File: config.mk
export PLATFORM = sky130hd
export DESIGN_NAME = pcc_channel
export DESIGN_NICKNAME = d
export VERILOG_FILES = /design/src/rtl/pcc_pkg.sv /design/src/rtl/pcc_gate_edge.sv /design/src/rtl/pcc_counter.sv /design/src/rtl/pcc_control.sv /design/src/rtl/pcc_channel.sv
export SDC_FILE = /design/constraint.sdc
export NUM_CORES = 1
export LEC_CHECK = 0
export BUFFER_PORTS_ARGS = -buffer_cell sky130_fd_sc_hd__buf_2
export CAP_MARGIN = 15
export CORE_MARGIN = 3
export CORE_UTILIZATION = 60
export DETAILED_ROUTE_END_ITERATION = 7
export MAX_ROUTING_LAYER = met4
export PLACE_DENSITY = 0.81
export SLEW_MARGIN = 20
export SYNTH_ARGS = -nofsm -noshare
export SYNTH_HDL_FRONTEND = slang
export SYNTH_SLANG_ARGS = --single-unit
File: constraint.sdc
create_clock -name clk -period 3.9 [get_ports clk]
set_clock_uncertainty 0.05 [all_clocks]
set_input_delay 0.195 -clock clk [delete_from_list [all_inputs] [get_ports clk]]
set_output_delay 0.195 -clock clk [all_outputs]
set_load 0.005 [all_outputs]
File: src/rtl/pcc_pkg.sv
// Shared types and arithmetic for the counter channel.
// Assumes BCD operands hold only digits 0..9 in every nibble.
package pcc_pkg;
    localparam int CNT_W  = 16;
    localparam int DIGITS = CNT_W / 4;

    typedef logic [CNT_W-1:0] cnt_t;

    typedef enum logic [2:0] {
        M_TCOUNT   = 3'd0,
        M_ONESHOT  = 3'd1,
        M_RATE     = 3'd2,
        M_SQUARE   = 3'd3,
        M_SWSTROBE = 3'd4,
        M_HWSTROBE = 3'd5
    } mode_e;

    // One step down, binary or per-decade BCD with borrow chain.
    function automatic cnt_t step_down(cnt_t v, logic bcd);
        cnt_t r;
        logic borrow;
        if (!bcd) return v - cnt_t'(1);
        r = v;
        borrow = 1'b1;
        for (int i = 0; i < DIGITS; i++) begin
            if (borrow) begin
                if (v[i*4 +: 4] == 4'd0) r[i*4 +: 4] = 4'd9;
                else begin
                    r[i*4 +: 4] = v[i*4 +: 4] - 4'd1;
                    borrow = 1'b0;
                end
            end
        end
        return r;
    endfunction

    // Floor of half the value; zero stands for the full range.
    function automatic cnt_t half_of(cnt_t v, logic bcd);
        cnt_t r;
        logic odd;
        if (v == '0) return bcd ? (cnt_t'(5) << (CNT_W-4)) : (cnt_t'(1) << (CNT_W-1));
        if (!bcd) return v >> 1;
        r = '0;
        odd = 1'b0;
        for (int i = DIGITS-1; i >= 0; i--) begin
            r[i*4 +: 4] = {1'b0, v[i*4+1 +: 3]} + (odd ? 4'd5 : 4'd0);
            odd = v[i*4];
        end
        return r;
    endfunction

    // Codes 6 and 7 drop their top bit and become 2 and 3.
    function automatic mode_e fold_mode(logic [2:0] m);
        return m[1] ? mode_e'({1'b0, m[1:0]}) : mode_e'(m);
    endfunction
endpackage

File: src/rtl/pcc_gate_edge.sv
// Gate rising-edge detector: flags an edge sampled low then high.
// Assumes gate is already synchronous to clk. Resets as "was high" so a
// gate held high through reset is not taken as a trigger.
module pcc_gate_edge (
    input  logic clk,
    input  logic rst_n,
    input  logic gate,
    output logic rise
);
    logic gate_q;

    // Remember the gate level at the previous edge.
    always_ff @(posedge clk) begin
        if (!rst_n) gate_q <= 1'b1;
        else        gate_q <= gate;
    end

    assign rise = gate & ~gate_q;
endmodule

File: src/rtl/pcc_counter.sv
// Counter register: loads a value or steps down in binary or BCD.
// Assumes ld and dec come from the mode controller; ld wins.
module pcc_counter
    import pcc_pkg::*;
(
    input  logic clk,
    input  logic rst_n,
    input  logic ld,
    input  cnt_t ld_val,
    input  logic dec,
    input  logic bcd,
    output cnt_t cnt
);
    // Hold, load or decrement the live count.
    always_ff @(posedge clk) begin
        if (!rst_n)   cnt <= '0;
        else if (ld)  cnt <= ld_val;
        else if (dec) cnt <= step_down(cnt, bcd);
    end
endmodule

File: src/rtl/pcc_control.sv
// Mode controller: decodes the six behaviours, decides load and
// decrement for the counter and drives the registered output line.
// Assumes ctrl_wr and cnt_wr are one-cycle strobes; ctrl_wr wins.
module pcc_control
    import pcc_pkg::*;
(
    input  logic       clk,
    input  logic       rst_n,
    input  logic       ctrl_wr,
    input  logic [2:0] ctrl_mode,
    input  logic       ctrl_bcd,
    input  logic       cnt_wr,
    input  cnt_t       cnt_val,
    input  logic       gate,
    input  logic       rise,
    input  cnt_t       cnt,
    output logic       ld,
    output cnt_t       ld_val,
    output logic       dec,
    output logic       bcd,
    output logic       out
);
    mode_e mode_r, mode_nxt;
    logic  bcd_r, bcd_nxt, have_r, have_nxt, run_r, run_nxt;
    logic  fired_r, fired_nxt, out_r, out_nxt;
    cnt_t  init_r, init_nxt, nxt_per;
    logic  term;

    assign term = (cnt == cnt_t'(1));

    // Next-state and counter commands for the selected mode.
    always_comb begin
        mode_nxt  = mode_r;
        bcd_nxt   = bcd_r;
        have_nxt  = have_r;
        run_nxt   = run_r;
        fired_nxt = fired_r;
        out_nxt   = out_r;
        init_nxt  = init_r;
        ld        = 1'b0;
        ld_val    = init_r;
        dec       = 1'b0;
        nxt_per   = term ? init_r : step_down(cnt, bcd_r);
        if (ctrl_wr) begin
            mode_nxt  = fold_mode(ctrl_mode);
            bcd_nxt   = ctrl_bcd;
            have_nxt  = 1'b0;
            run_nxt   = 1'b0;
            fired_nxt = 1'b0;
            out_nxt   = (fold_mode(ctrl_mode) != M_TCOUNT);
        end else begin
            if (cnt_wr) begin
                init_nxt = cnt_val;
                have_nxt = 1'b1;
            end
            case (mode_r)
                M_TCOUNT, M_SWSTROBE: begin
                    if (cnt_wr) begin
                        ld        = 1'b1;
                        ld_val    = cnt_val;
                        run_nxt   = 1'b1;
                        fired_nxt = 1'b0;
                        out_nxt   = (mode_r == M_SWSTROBE);
                    end else begin
                        if (mode_r == M_SWSTROBE) out_nxt = 1'b1;
                        if (run_r && gate) begin
                            dec = 1'b1;
                            if (term && mode_r == M_TCOUNT) out_nxt = 1'b1;
                            if (term && mode_r == M_SWSTROBE && !fired_r) begin
                                out_nxt   = 1'b0;
                                fired_nxt = 1'b1;
                            end
                        end
                    end
                end
                M_ONESHOT, M_HWSTROBE: begin
                    if (mode_r == M_HWSTROBE) out_nxt = 1'b1;
                    if (rise && have_r) begin
                        ld        = 1'b1;
                        run_nxt   = 1'b1;
                        fired_nxt = 1'b0;
                        out_nxt   = (mode_r == M_HWSTROBE);
                    end else if (run_r) begin
                        dec = 1'b1;
                        if (term && !fired_r) begin
                            fired_nxt = 1'b1;
                            out_nxt   = (mode_r == M_ONESHOT);
                        end
                    end
                end
                M_RATE, M_SQUARE: begin
                    if (cnt_wr && !run_r) begin
                        ld      = 1'b1;
                        ld_val  = cnt_val;
                        run_nxt = 1'b1;
                        out_nxt = 1'b1;
                    end else if (!gate) begin
                        out_nxt = 1'b1;
                    end else if (rise && run_r) begin
                        ld      = 1'b1;
                        out_nxt = 1'b1;
                    end else if (run_r) begin
                        ld  = term;
                        dec = !term;
                        if (mode_r == M_RATE) out_nxt = (nxt_per != cnt_t'(1));
                        else out_nxt = (nxt_per == '0) || (nxt_per > half_of(init_r, bcd_r));
                    end
                end
                default: ;
            endcase
        end
    end

    // Register mode, format, initial count, flags and the output line.
    always_ff @(posedge clk) begin
        if (!rst_n) begin
            mode_r  <= M_TCOUNT;
            bcd_r   <= 1'b0;
            have_r  <= 1'b0;
            run_r   <= 1'b0;
            fired_r <= 1'b0;
            out_r   <= 1'b0;
            init_r  <= '0;
        end else begin
            mode_r  <= mode_nxt;
            bcd_r   <= bcd_nxt;
            have_r  <= have_nxt;
            run_r   <= run_nxt;
            fired_r <= fired_nxt;
            out_r   <= out_nxt;
            init_r  <= init_nxt;
        end
    end

    assign bcd = bcd_r;
    assign out = out_r;

    AST_M0_RISE_AT_ZERO: assert property (@(posedge clk) disable iff (!rst_n)
        (mode_r == M_TCOUNT && $rose(out_r)) |-> (cnt == '0));
    AST_HOLD_GATE_LOW: assert property (@(posedge clk) disable iff (!rst_n)
        ((mode_r == M_TCOUNT || mode_r == M_SWSTROBE) && run_r && !gate && !ctrl_wr && !cnt_wr)
        |=> $stable(cnt));
    AST_RATE_LOW_ONE_CLK: assert property (@(posedge clk) disable iff (!rst_n)
        (mode_r == M_RATE && !out_r && !ctrl_wr && !cnt_wr && init_r != cnt_t'(1)) |=> out_r);
    AST_SW_STROBE_ONE_CLK: assert property (@(posedge clk) disable iff (!rst_n)
        (mode_r == M_SWSTROBE && !out_r && !ctrl_wr) |=> out_r);
    AST_HW_STROBE_ONE_CLK: assert property (@(posedge clk) disable iff (!rst_n)
        (mode_r == M_HWSTROBE && !out_r && !ctrl_wr) |=> out_r);
endmodule

File: src/rtl/pcc_channel.sv
// Top of one programmable down-counter channel. Connects the gate edge
// detector, the mode controller and the counter register.
// Assumes all inputs are synchronous to clk; one clk edge is one count.
module pcc_channel
    import pcc_pkg::*;
(
    input  logic             clk,
    input  logic             rst_n,
    input  logic             ctrl_wr,
    input  logic [2:0]       ctrl_mode,
    input  logic             ctrl_bcd,
    input  logic             cnt_wr,
    input  logic [CNT_W-1:0] cnt_val,
    input  logic             gate,
    output logic             out,
    output logic [CNT_W-1:0] count
);
    logic rise, ld, dec, bcd;
    cnt_t ld_val, cnt;

    pcc_gate_edge u_edge (
        .clk   (clk),
        .rst_n (rst_n),
        .gate  (gate),
        .rise  (rise)
    );

    pcc_control u_ctrl (
        .clk       (clk),
        .rst_n     (rst_n),
        .ctrl_wr   (ctrl_wr),
        .ctrl_mode (ctrl_mode),
        .ctrl_bcd  (ctrl_bcd),
        .cnt_wr    (cnt_wr),
        .cnt_val   (cnt_val),
        .gate      (gate),
        .rise      (rise),
        .cnt       (cnt),
        .ld        (ld),
        .ld_val    (ld_val),
        .dec       (dec),
        .bcd       (bcd),
        .out       (out)
    );

    pcc_counter u_cnt (
        .clk    (clk),
        .rst_n  (rst_n),
        .ld     (ld),
        .ld_val (ld_val),
        .dec    (dec),
        .bcd    (bcd),
        .cnt    (cnt)
    );

    assign count = cnt;
endmodule

**Word level (Yosys, flattened, before mapping)**

Cells that the tools add are included.

- Add/sub/neg operators: 8
- $lt $le $gt $ge: 1
- Equality and inequality tests: 15
- Mux-type cells: 123
- Bitwise logic cells: 3
- Reductions and logical operators: 37

Operator list:

| cell | count |
|---|---|
| $mux 16 | 21 |
| $mux 1 | 82 |
| $mux 4 | 10 |
| $logic_not 16->1 | 2 |
| $pmux 16 s2 | 1 |
| $eq 16x1->1 const B | 1 |
| $gt 16x16->1 | 1 |
| $logic_not 4->1 | 4 |
| $ne 16x1->1 const B | 1 |
| $sub 16x1->16 const B | 1 |
| $sub 4x1->4 const B | 4 |
| $reduce_bool 3->1 | 5 |
| $add 3x4->4 | 3 |
| $mux 3 | 4 |
| $pmux 1 s3 | 4 |
| $logic_and 1x1->1 | 8 |
| $reduce_and 2->1 | 4 |
| $reduce_or 2->1 | 4 |
| $eq 3x2->1 const B | 2 |
| $eq 3x3->1 const B | 2 |
| $ne 3x1->1 const B | 2 |
| $ne 3x2->1 const B | 2 |
| $ne 6x3->1 const B | 1 |
| $reduce_and 5->1 | 1 |
| other kinds (12) | 17 |

- Register bits after elaboration: 41
- Bits of input ports: 25
- Output and inout port bits: 17
- Word-level logic and storage cells: 199

**Depth between registers and ports, before layout**

- Word-level depth: 35
- Depth in mapped cells: 16
- Depth with buffers taken out: 15

**Cells and area by module**

Synthesis repeated with hierarchy kept, for this count alone.

- Cell total of the unflattened synthesis: 576
- Area, all modules: 4,430.5 sq um

Modules (own cells, without submodules):

| module | times used | cells each | area an instance (sq um) | sequential area each (sq um) |
|---|---|---|---|---|
| pcc_control | 1 | 412 | 3,047.9 | 480.5 |
| pcc_counter | 1 | 161 | 1,342.5 | 320.3 |
| pcc_gate_edge | 1 | 3 | 40.0 | 20.0 |

**Worst setup path after synthesis**

No wires, ideal clock.

- Path type: reg-to-reg
- From: reg u_cnt.cnt[0]
- To: reg u_ctrl.out_r, in the netlist u_ctrl.out
- Setup time: 0.114 ns
- Arrival: 2.996 ns
- Data required time: 3.736 ns
- Setup slack: 0.740 ns
- Stages on the path, launching flop included: 16
- Buffers on the path: 2
- Clock period less this slack: 3.160 ns
- Path through: dfxtp_1 > ha_1 > nor4b_1 > nand4_2 > buf_2 > clkbuf_1 > nand2_1 > nand2_1 > ha_1 > nor2b_1 > o211ai_1 > a21oi_1 > o311ai_0 > a31o_2 > o21ai_1 > a21o_1

- Longest elaborated chain between the ends: 19

Ends and longest elaborated chain:

| item | line | text |
|---|---|---|
| start: declaration | pcc_counter.sv:12 | `output cnt_t cnt` |
| start signal: assignment | pcc_counter.sv:17 | `else if (ld) cnt <= ld_val;` |
| start signal: assignment | pcc_counter.sv:18 | `else if (dec) cnt <= step_down(cnt, bcd);` |
| $logic_not 4->1 | pcc_pkg.sv:27 | `if (v[i*4 +: 4] == 4'd0) r[i*4 +: 4] = 4'd9;` |
| $mux 1 | pcc_pkg.sv:27 |  |
| $mux 1 | pcc_pkg.sv:23 | `r = v;` |
| $mux 1 | pcc_pkg.sv:26 | `if (borrow) begin` |
| $mux 1 | pcc_pkg.sv:23 |  |
| $mux 1 | pcc_pkg.sv:26 |  |
| $mux 1 | pcc_pkg.sv:23 |  |
| $mux 4 | pcc_pkg.sv:26 |  |
| [3 not listed] | -- |  |
| $logic_or 1x1->1 | pcc_control.sv:106 | `else out_nxt = (nxt_per == '0) \|\| (nxt_per > half_of(init_r, bcd_r));` |
| $mux 1 | pcc_control.sv:105 | `if (mode_r == M_RATE) out_nxt = (nxt_per != cnt_t'(1));` |
| $mux 1 | pcc_control.sv:102 | `end else if (run_r) begin` |
| $mux 1 | pcc_control.sv:99 | `end else if (rise && run_r) begin` |
| $mux 1 | pcc_control.sv:97 | `end else if (!gate) begin` |
| $mux 1 | pcc_control.sv:92 | `if (cnt_wr && !run_r) begin` |
| $pmux 1 s3 * | pcc_control.sv:56 | `case (mode_r)` |
| $mux 1 * | pcc_control.sv:44 | `if (ctrl_wr) begin` |
| end signal: assignment | pcc_control.sv:130 | `out_r <= out_nxt;` |
| end: declaration | pcc_control.sv:25 | `logic fired_r, fired_nxt, out_r, out_nxt;` |

Mark *: on every way between the ends. The rest lies on a longest branch, timed or not. The select of a mux whose other input is x is not followed.
A chain may end at the register's enable or synchronous reset.

**Worst setup path in the final report**

Ends and elaborated chain as after synthesis.

==> metrics.md <==
| Metric | Value |
|---|---|
| IO Pins | `42` |
| CTS tree | `yes` |
| Design Area, Final | `around 4200 µm²` |
| Final std cells w/o fill | `617` |
| Worst-case clock buffer depth | `2` |
| Clock Tree Root | `clkbuf_8` |
| Gp weighted congestion | `1.00` |
| # DRC | `2` |
| Vias/cell | `6.55` |
| Slew Limit Fails | `0` |
| Reg2reg path depth | `15` |
| Vias in the first global route | `between 3,000 and 4,000` |
| Main synth FF type | `dfxtp_1` |
| Static leakage | `1.79 nW` |
| Minimum clock period | `3510 ps` |
| RSZ-0062 raised after global routing | `no` |
| Final setup vio count | `0` |
| Final ANT Viol Nets | `0` |
| Dpl cell area | `4070 µm²` |
| Post-DP HPWL | `~8700 µm` |
| Final hold vios | `0` |
| Worst hold start | `cnt_val[9]` |
| P&R area growth vs syn | `6.95%` |
| Tcrit/Tclk final | `89.9%` |
| Clock latency on the worst-skew pair | `between 200 and 300 ps` |
| Peak VDD IR | `0.182 mV` |
| DP Worst Slack | `313 ps` |
| TNS Setup | `0 ps` |
| CP Capture Type | `register` |
| Post-Synthesis Mean Instance Area | `approximately 7.5 µm²` |
| N_diodes | `0` |
| Number of instances in the placed design | `between 600 and 700` |
| Worst-Margin Slew | `875 ps` |
| Final WL | `11,400 µm` |
| Die area | `around 7500 µm²` |
| Die Width | `between 80 and 90 µm` |
| Arrival time at the worst endpoint | `3650 ps` |
| Vias | `about 4,000` |
| Synth area leaders | `dfxtp_1 (21%), ha_1 (8.6%), nand2_1 (7.9%), mux2i_1 (5.9%), nor2_1 (4.1%)` |
| Tot GR Track Use | `31.7%` |
| Mapped Cells | `524` |
| Final WS setup | `roughly 400 ps` |
| Pwr Total | `1.47 mW` |
| Asr flop ratio synth | `0%` |
| Tightest Hold Check Type | `in2reg` |
| Worst hold stages | `3` |
| Core ar. | `6100 µm²` |
| Slew margin rel. | `approximately 42%` |
| Initial antenna violation count | `0` |
| Setup bufs post-CTS | `0` |
| Num rows | `28` |
| Drt initial violations | `531` |
| Post-synth top cells | `nand2_1 (82), nor2_1 (43), dfxtp_1 (41)` |
| Die height | `86.7 µm` |
| Post-synthesis cell area | `just under 4000 µm²` |
| Nets | `approximately 590` |
| Reg clk slew, reported paths | `~80 ps` |
| Pre-antenna DRT Iters | `8` |
| Cts bufs inserted | `5` |
| Worst r2r src | `u_cnt.cnt[0]$_SDFFE_PN0P_` |
| Crit path max fanout | `8` |
| Failing checks | `DRC` |
| End of the worst register-to-register path | `u_ctrl.out$_SDFFE_PN0P_` |
| Sink Count | `between 40 and 50` |
| # H-tree levels | `2` |
| Yosys top cell by area | `dfxtp_1` |
| DR WL/cell | `between 15 and 20 µm` |
| Crit start category | `register` |
| Yosys warns | `0` |
| Fmax | `0.285 GHz` |
| GR Overflow Total | `0` |
| Global-route wire length before repair | `18,500 µm` |
| Post-synth EDFFs | `0` |
| Input/output buffers | `41` |
| Count of state elements after synthesis | `41` |
| CP required | `4040 ps` |
| Sequential share of the synthesized area | `21.0%` |
| Starting density of the core | `64.1%` |
| Reg2reg setup slack | `390 ps` |
| Top-count cell post-synth | `nand2_1` |
| Maxcap violations | `0` |
| Pwr Density | `approximately 350 nW/µm²` |
| Min-Delay Endpoint | `u_ctrl.init_r[9]$_SDFFE_PN0N_` |
| Pin count of the biggest net entering global routing | `40` |
| Yosys top cell area share | `21.0%` |
| Syn Nets | `576` |
| Distinct cells, synth | `72` |
| Share of cells above drive strength 1 | `15.9%` |
| Status | `complete, but fails checks` |
| Crit Path Class | `reg2reg` |
==> routing by layer <==
metal	wire length (µm)	part of all wire (%)	vias to the layer above	global-route usage, %
met3	997	8.7	38	4.56
met1	5060	44	1843	44.5
met5	0	0	-	-
li1	-	-	1942	-
met4	327	2.9	0	10.1
met2	5030	44	216	46.9
==> report_power, final <==
group | switching (mW) | internal [mW]
Sequential | 0.0552 | 0.444
Combinational | 0.389 | 0.271
Clock | 0.150 | 0.160
Total | 0.594 | 0.875
==> state kept, by name, summed over array words and instances (netlist names) <==
name / flops
u_ctrl.have_r: 1
u_cnt.cnt: 16
u_edge.gate_q: 1
u_ctrl.init_r: 16
u_ctrl.out: 1
u_ctrl.run_r: 1
u_ctrl.fired_r: 1
u_ctrl.mode_r: 3
u_ctrl.bcd: 1
==> stage by stage <==
stage	utilization (%)	hold slack [ps]
3_5_place_dp	66.8	415
3_3_place_gp	66.8	406
5_1_grt	68.6	121
6_report	68.6	110
4_1_cts	68.4	108
2_1_floorplan	-	261
==> worst max path at each step <==
stage | depth (start not counted) | from | slack [ps] | to
finish | 15 | u_cnt.cnt[0]$_SDFFE_PN0P_ | 390 | u_ctrl.out$_SDFFE_PN0P_
CTS | 14 | u_cnt.cnt[0]$_SDFFE_PN0P_ | 280 | u_ctrl.out$_SDFFE_PN0P_
global route | 15 | u_cnt.cnt[0]$_SDFFE_PN0P_ | 140 | u_ctrl.out$_SDFFE_PN0P_
global placement | 11 | u_cnt.cnt[0]$_SDFFE_PN0P_ | 520 | u_ctrl.out$_SDFFE_PN0P_
floorplan | 15 | u_cnt.cnt[0]$_SDFFE_PN0P_ | 740 | u_ctrl.out$_SDFFE_PN0P_
detailed placement | 14 | u_cnt.cnt[0]$_SDFFE_PN0P_ | 310 | u_ctrl.out$_SDFFE_PN0P_
==> critical path, stage by stage, from the launching register on <==
cell,delay (ps)
dfxtp_1,390
inv_1,120
ha_1,250
or3b_2,590
nand2_1,110
a21oi_1,70
o32ai_1,520
inv_1,100
ha_1,330
nand4_1,90
nor2_1,150
nand3_1,110
a21oi_1,180
a31o_2,120
o21ai_1,60
a21o_1,150
==> timing repair <==
action                     in CTS  in global routing
setup endpoints to repair       0                  1
resized for setup               0                  2
hold buffers                    0                  0
==> kinds of logic (layout without fill, tap and decap cells) <==
group	Yosys count	after routing	synth area share (%)
and+or+nand+nor	209	209	27.3
AOI/OAI and AO/OA	148	148	25.5
buffers and inverters	57	75	6.85
DFF	41	41	21.0
muxes	32	32	8.49
adders and majority gates	27	27	8.65
xor gates and xnor gates	10	10	2.24
==> layout make-up <==
| class | instances | area (µm²) |
|---|---|---|
| multi-input combinational | 426 | 2830 |
| fill | 555 | 1920 |
| sequential | 41 | 821 |
| timing repair buffer | 50 | 273 |
| clock buffer | 7 | 96.3 |
| tap | 75 | 93.8 |
| inverter | 17 | 63.8 |
| clock inverter | 1 | 5.00 |
==> cell usage in the layout, fill, tap and decap left out, types with 7 or more instances in the layout <==
master,instances
nor3_1,14
a21boi_0,17
o21ai_0,29
buf_2,41
mux2_2,9
ha_1,27
dfxtp_1,41
mux2i_1,23
nor2_1,43
a21oi_1,31
buf_4,9
nand4_1,7
o211ai_1,10
a31oi_1,12
xnor2_1,7
nand2_1,82
a211oi_1,7
nand3_1,11
nand2b_1,7
inv_1,16
clkbuf_8,7
nor2b_1,9
Note: power is estimated with default switching activity, not from simulation.
